==> src/rtl/fovr_pkg.sv <==
package fovr_pkg;

    localparam int NPROC = 2;

    typedef enum logic [1:0] {
        ST_ON_A  = 2'd0,
        ST_ON_B  = 2'd1,
        ST_SW_AB = 2'd2,
        ST_SW_BA = 2'd3
    } fo_state_e;

    typedef struct packed {
        logic err;
        logic core;
        logic chip;
        logic sys;
    } fo_req_s;

    // Online states have bit 1 clear.
    function automatic logic is_online(fo_state_e s);
        return !s[1];
    endfunction

    // In an online state bit 0 names the controlling processor.
    // In a transition state bit 0 names the processor being retired.
    function automatic logic owner_idx(fo_state_e s);
        return s[0];
    endfunction

endpackage

==> src/rtl/fovr_gate.sv <==
module fovr_gate
    import fovr_pkg::*;
(
    input  logic             clk,
    input  logic             rst,
    input  fo_state_e        st,
    input  logic             bus_busy,
    input  logic [NPROC-1:0] err_i,
    input  logic [NPROC-1:0] core_i,
    input  logic [NPROC-1:0] chip_i,
    input  logic [NPROC-1:0] sys_i,
    output logic             go,
    output logic             chip_fwd,
    output logic             sys_fwd
);
    fo_req_s req_a [NPROC];
    fo_req_s act;
    logic    online;
    logic    fault;
    logic    pend_q;

    for (genvar p = 0; p < NPROC; p++) begin : g_pack
        assign req_a[p] = '{err: err_i[p], core: core_i[p],
                            chip: chip_i[p], sys: sys_i[p]};
    end

    always_comb begin
        act      = req_a[owner_idx(st)];
        online   = is_online(st);
        fault    = online && (act.err || act.core);
        go       = online && (fault || pend_q) && !bus_busy;
        chip_fwd = online && act.chip;
        sys_fwd  = online && act.sys;
    end

    always_ff @(posedge clk) begin
        if (rst) pend_q <= 1'b0;
        else     pend_q <= online && !go && (pend_q || fault);
    end
endmodule

==> src/rtl/fovr_fsm.sv <==
module fovr_fsm
    import fovr_pkg::*;
(
    input  logic             clk,
    input  logic             rst,
    input  logic             go,
    output fo_state_e        st,
    output logic             sel,
    output logic [NPROC-1:0] core_rst
);
    fo_state_e st_q, nxt;
    logic      sel_q;
    logic [NPROC-1:0] core_q;

    always_comb begin
        unique case (st_q)
            ST_ON_A:  nxt = go ? ST_SW_AB : ST_ON_A;
            ST_ON_B:  nxt = go ? ST_SW_BA : ST_ON_B;
            ST_SW_AB: nxt = ST_ON_B;
            default:  nxt = ST_ON_A;
        endcase
    end

    always_ff @(posedge clk) begin
        if (rst) begin
            st_q  <= ST_ON_A;
            sel_q <= 1'b0;
        end else begin
            st_q <= nxt;
            if (is_online(nxt)) sel_q <= owner_idx(nxt);
        end
    end

    for (genvar p = 0; p < NPROC; p++) begin : g_crst
        always_ff @(posedge clk) begin
            if (rst) core_q[p] <= 1'b0;
            else     core_q[p] <= !is_online(nxt) && (owner_idx(nxt) == 1'(p));
        end
    end

    assign st       = st_q;
    assign sel      = sel_q;
    assign core_rst = core_q;
endmodule

==> src/rtl/fovr_sat_cnt.sv <==
module fovr_sat_cnt #(
    parameter int W = 4
) (
    input  logic         clk,
    input  logic         rst,
    input  logic         inc,
    output logic [W-1:0] cnt
);
    logic [W-1:0] cnt_q;

    always_ff @(posedge clk) begin
        if (rst)                cnt_q <= '0;
        else if (inc && !(&cnt_q)) cnt_q <= cnt_q + 1'b1;
    end

    assign cnt = cnt_q;
endmodule

==> src/rtl/fovr_rst_fwd.sv <==
module fovr_rst_fwd (
    input  logic clk,
    input  logic rst,
    input  logic chip_fwd,
    input  logic sys_fwd,
    output logic chip_rst,
    output logic sys_rst
);
    logic chip_q, sys_q;

    always_ff @(posedge clk) begin
        if (rst) begin
            chip_q <= 1'b0;
            sys_q  <= 1'b0;
        end else begin
            chip_q <= chip_fwd;
            sys_q  <= sys_fwd;
        end
    end

    assign chip_rst = chip_q;
    assign sys_rst  = sys_q;
endmodule

==> src/rtl/fovr_ctrl.sv <==
module fovr_ctrl
    import fovr_pkg::*;
#(
    parameter int CNT_W = 4
) (
    input  logic             clk,
    input  logic             rst,
    input  logic             bus_busy,
    input  logic [1:0]       proc_err,
    input  logic [1:0]       proc_core_req,
    input  logic [1:0]       proc_chip_req,
    input  logic [1:0]       proc_sys_req,
    output logic             proc_sel,
    output logic [1:0]       core_rst_pulse,
    output logic             chip_rst,
    output logic             sys_rst,
    output logic [1:0]       fsm_state,
    output logic [CNT_W-1:0] fail_count
);
    fo_state_e st;
    logic      go, chip_fwd, sys_fwd;

    fovr_gate u_gate (
        .clk      (clk),
        .rst      (rst),
        .st       (st),
        .bus_busy (bus_busy),
        .err_i    (proc_err),
        .core_i   (proc_core_req),
        .chip_i   (proc_chip_req),
        .sys_i    (proc_sys_req),
        .go       (go),
        .chip_fwd (chip_fwd),
        .sys_fwd  (sys_fwd)
    );

    fovr_fsm u_fsm (
        .clk      (clk),
        .rst      (rst),
        .go       (go),
        .st       (st),
        .sel      (proc_sel),
        .core_rst (core_rst_pulse)
    );

    // The count moves on the edge that leaves a transition state.
    fovr_sat_cnt #(.W(CNT_W)) u_cnt (
        .clk (clk),
        .rst (rst),
        .inc (!is_online(st)),
        .cnt (fail_count)
    );

    fovr_rst_fwd u_fwd (
        .clk      (clk),
        .rst      (rst),
        .chip_fwd (chip_fwd),
        .sys_fwd  (sys_fwd),
        .chip_rst (chip_rst),
        .sys_rst  (sys_rst)
    );

    assign fsm_state = st;
endmodule

==> config.mk <==
export PLATFORM = sky130hd
export DESIGN_NAME = fovr_ctrl
export DESIGN_NICKNAME = d
export VERILOG_FILES = /design/src/rtl/fovr_pkg.sv /design/src/rtl/fovr_gate.sv /design/src/rtl/fovr_fsm.sv /design/src/rtl/fovr_sat_cnt.sv /design/src/rtl/fovr_rst_fwd.sv /design/src/rtl/fovr_ctrl.sv
export SDC_FILE = /design/constraint.sdc
export NUM_CORES = 1
export LEC_CHECK = 0
export BUFFER_PORTS_ARGS = -buffer_cell sky130_fd_sc_hd__buf_4
export CAP_MARGIN = 20
export CORE_AREA = 2 2 39 41
export DETAILED_ROUTE_END_ITERATION = 12
export DIE_AREA = 0 0 41 43
export GPL_TIMING_DRIVEN = 1
export MAX_ROUTING_LAYER = met4
export PLACE_DENSITY = 0.68
export SETUP_SLACK_MARGIN = 0.5
export SLEW_MARGIN = 25
export SYNTH_ARGS = -nofsm -noshare
export SYNTH_HDL_FRONTEND = slang
export SYNTH_SLANG_ARGS = --single-unit
==> constraint.sdc <==
create_clock -name clk -period 3.5 [get_ports clk]
set_input_delay 0.525 -clock clk [delete_from_list [all_inputs] [get_ports clk]]
set_output_delay 0.525 -clock clk [all_outputs]
set_load 0.05 [all_outputs]
==> qor.tcl <==
set qor(synth_cell_types) 20
set qor(dp.final_hpwl_um) 738
set qor(setup.worst_path.end_class) {output pin}
set qor(postCtsResizedCells) 0
set qor(die_w_um) 41
set qor(flow.area_growth_from_synthesis_pct) 36.4
set qor(yosys_warnings) 0
set qor(crit_required_ns) 2.97
set qor(yosys.cell_count.top_type) {sky130_fd_sc_hd__dfxtp_1}
set qor(grt_max_degree) 12
set qor(ir_worst_vdd_mv) 0.219
set qor(clock_root_buffer_master) {sky130_fd_sc_hd__clkbuf_4}
set qor(rsz0062_at_grt) {false}
set qor(place_inst) 87
set qor(dominant_register_cell_in_the_synthesized_netlist) {sky130_fd_sc_hd__dfxtp_1}
set qor(yosys.area.top_type_share) 0.457
set qor(critPathTopFamily) {flip-flops}
set qor(htree_num_levels) 1
set qor(route.detailed.drc) 0
set qor(placement.io_buffers) 21
set qor(tns_ns) 0
set qor(min_path_type) {flop to flop}
set qor(drv_slew) 0
set qor(async_flop_share) 0
set qor(post-cts-setup-buffers) 0
set qor(viasPerCell) 4.65
set qor(core_box_area_um2) 1380
set qor(timing_hold_violations_final) 0
set qor(cts_hold_buffers) 0
set qor(boundaryPins) 22
set qor(timing.critical_path.fanout_max) 8
set qor(drive_above_1_share) 0.373
set qor(drt_pre_antenna_iters) 2
set qor(drt-total-wl_um) 936
set qor(number_of_flops_mapped_to_enable_cells_by_yosys) 0
set qor(part_of_the_yosys_area_used_for_sequential_elements) 0.457
set qor(outcome) {finished, final reports clean}
set qor(crit_path_cell_trace) {buf_4}
set qor(cts.clk_slew.worst_paths_ns) 0.07
set qor(post_layout_min_period_ns) 1.57
set qor(grt_pass1_vias) 344
set qor(synthesis.instances) 53
set qor(yosysTopAreaCell) {sky130_fd_sc_hd__dfxtp_1}
set qor(chipHeight_um) 43
set qor(placement_rows) 14
set qor(number_of_cts_inserted_buffers) 3
set qor(routed_wire_length_per_instance_um) 10.3
set qor(cap_viol_max_count) 0
set qor(finish.net_count) 91
set qor(relative_slew_slack) 0.788
set qor(synth-seq-cells) 12
set qor(yosys-top-cells-area) {sky130_fd_sc_hd__dfxtp_1 46%, sky130_fd_sc_hd__ha_1 9.5%, sky130_fd_sc_hd__mux2i_1 5.7%}
set qor(routed-via-count) 423
set qor(maxClockFrequency_mhz) 637
set qor(cts.path.max_buffers) 2
set qor(first_iter_violations) 8
set qor(starting_utilization_of_the_core_area) 0.380
set qor(syn-mean-instance-area_um2) 9.92
set qor(grt_overflow) 0
set qor(maximum_clock_skew_at_final_layout_ns) 0.00276
set qor(antenna_found_initial) 0
set qor(mappedNetlistArea_um2) 526
set qor(path_class) {flop to output pin}
set qor(final.period_utilization) 0.448
set qor(die_area_um2) 1760
set qor(detail-route-antenna-nets) 0
set qor(routabilityCongestion) 0.763
set qor(finalNonFillerCells) 91
set qor(critPathLaunchType) {flop}
set qor(clock_tree_from_tritoncts) {yes}
set qor(mappedNetlistNets) 68
set qor(timing.final.setup_violations) 0
set qor(timing_worst_slew_pin_value_ns) 0.317
set qor(worst_ep_arrival_time_ns) 1.04
set qor(power_w) 0.000354
set qor(total_track_usage) 0.129
set qor(buf_inv_on_cp) 1
set qor(clk-insertion-delay-late_ns) 0.27
set qor(crit_path_max_incr_delay_ns) 0.51
set qor(cell_at_the_slowest_stage_of_the_critical_path) {sky130_fd_sc_hd__dfxtp_1}
set qor(post_synth_most_frequent_cells) {12 x sky130_fd_sc_hd__dfxtp_1, 6 x sky130_fd_sc_hd__nor2_1, 4 x sky130_fd_sc_hd__ha_1, 4 x sky130_fd_sc_hd__nand3_1, 4 x sky130_fd_sc_hd__nor3_1}
set qor(leakage_nw) 0.331
set qor(pwr_density_cell_nw_per_um2) 493
set qor(grt_pass1_wl_um) 1410
set qor(clock_sinks) 12
set qor(num_antenna_cells) 0
path summary, 6_finish.rpt:
check / startpoint / endpoint / slack (ns) / depth (start not counted)
setup / recovery: u_fsm.st[0] / fsm_state[0] / 1.93 / 1
hold / removal: u_fsm.sel / u_fsm.sel / 0.48 / 2
setup reg to reg: u_fsm.st[1] / u_fsm.sel / 2.15 / 4
hold reg to reg: u_fsm.sel / u_fsm.sel / 0.48 / 2
report_power, final:
group / internal, W / switching [W] / total [W]
logic: 0.0000332 / 0.0000542 / 0.0000874
registers: 0.000147 / 0.0000110 / 0.000158
clock network: 0.0000633 / 0.0000448 / 0.000108
area by class of cell:
class	count	area [µm²]
inverter	3	11.3
clock buffer	4	36.3
tap	16	20.0
fill	143	667
sequential	12	240
multi-input combinational	35	251
timing repair buffer	21	158
metal layers:
layer	global-route usage	vias up	wire length (µm)
met3	0.0524	2	96
met2	0.166	17	433
met4	0.120	0	25
met5	-	-	0
li1	-	220	-
met1	0.144	184	380
worst reg2reg max path, cell delays in order (launching register included):
cell and delay, ns:
sky130_fd_sc_hd__dfxtp_1 0.51, sky130_fd_sc_hd__inv_1 0.13, sky130_fd_sc_hd__ha_1 0.21, sky130_fd_sc_hd__o211ai_2 0.24, sky130_fd_sc_hd__mux2i_1 0.20
state kept, by name, indices dropped and copies added (netlist names):
register,count
u_fsm.core_rst,2
u_fsm.st,2
u_gate.pend_q,1
u_fwd.sys_rst,1
u_fwd.chip_rst,1
u_fsm.sel,1
u_cnt.cnt,4
per-stage QoR:
stage                     area [µm²]  setup WS [ns]   util  hold slack [ns]
after global routing             717           1.85  0.518            0.488
after CTS                        717           1.91  0.518            0.482
after detailed placement         681           2.09  0.492            0.476
after floorplan                  526           1.99      -            0.559
after global placement           681           2.13  0.492            0.466
final                            717           1.93  0.518            0.485
cell usage in the layout, fill, tap and decap left out:
| cell type | netlist | layout |
|---|---|---|
| sky130_fd_sc_hd__nor4b_4 | 1 | 1 |
| sky130_fd_sc_hd__a21oi_1 | 2 | 2 |
| sky130_fd_sc_hd__clkbuf_4 | 0 | 3 |
| sky130_fd_sc_hd__nand2_1 | 2 | 2 |
| sky130_fd_sc_hd__clkbuf_8 | 0 | 1 |
| sky130_fd_sc_hd__nand3_1 | 4 | 4 |
| sky130_fd_sc_hd__buf_4 | 1 | 21 |
| sky130_fd_sc_hd__ha_1 | 4 | 4 |
| sky130_fd_sc_hd__or3_1 | 1 | 1 |
| sky130_fd_sc_hd__mux2i_1 | 3 | 3 |
| sky130_fd_sc_hd__and3_2 | 1 | 1 |
| sky130_fd_sc_hd__xor2_1 | 2 | 2 |
| sky130_fd_sc_hd__o21ai_0 | 1 | 1 |
| sky130_fd_sc_hd__dfxtp_1 | 12 | 12 |
| sky130_fd_sc_hd__nor4_1 | 1 | 1 |
| sky130_fd_sc_hd__nand2b_1 | 2 | 2 |
| sky130_fd_sc_hd__nor2_1 | 6 | 6 |
| sky130_fd_sc_hd__o211ai_2 | 1 | 1 |
| sky130_fd_sc_hd__nor3_1 | 4 | 4 |
| sky130_fd_sc_hd__inv_1 | 3 | 3 |
cells by family after synthesis:
kind of cell,after synthesis,synth area share
flops,12,0.457
simple gates,22,0.240
compound gates,4,0.0524
fa+ha+maj,4,0.0952
xor+xnor,2,0.0333
mux,3,0.0571
buf+inv,6,0.0643
No activity file was read; power rests on OpenSTA's default activity.
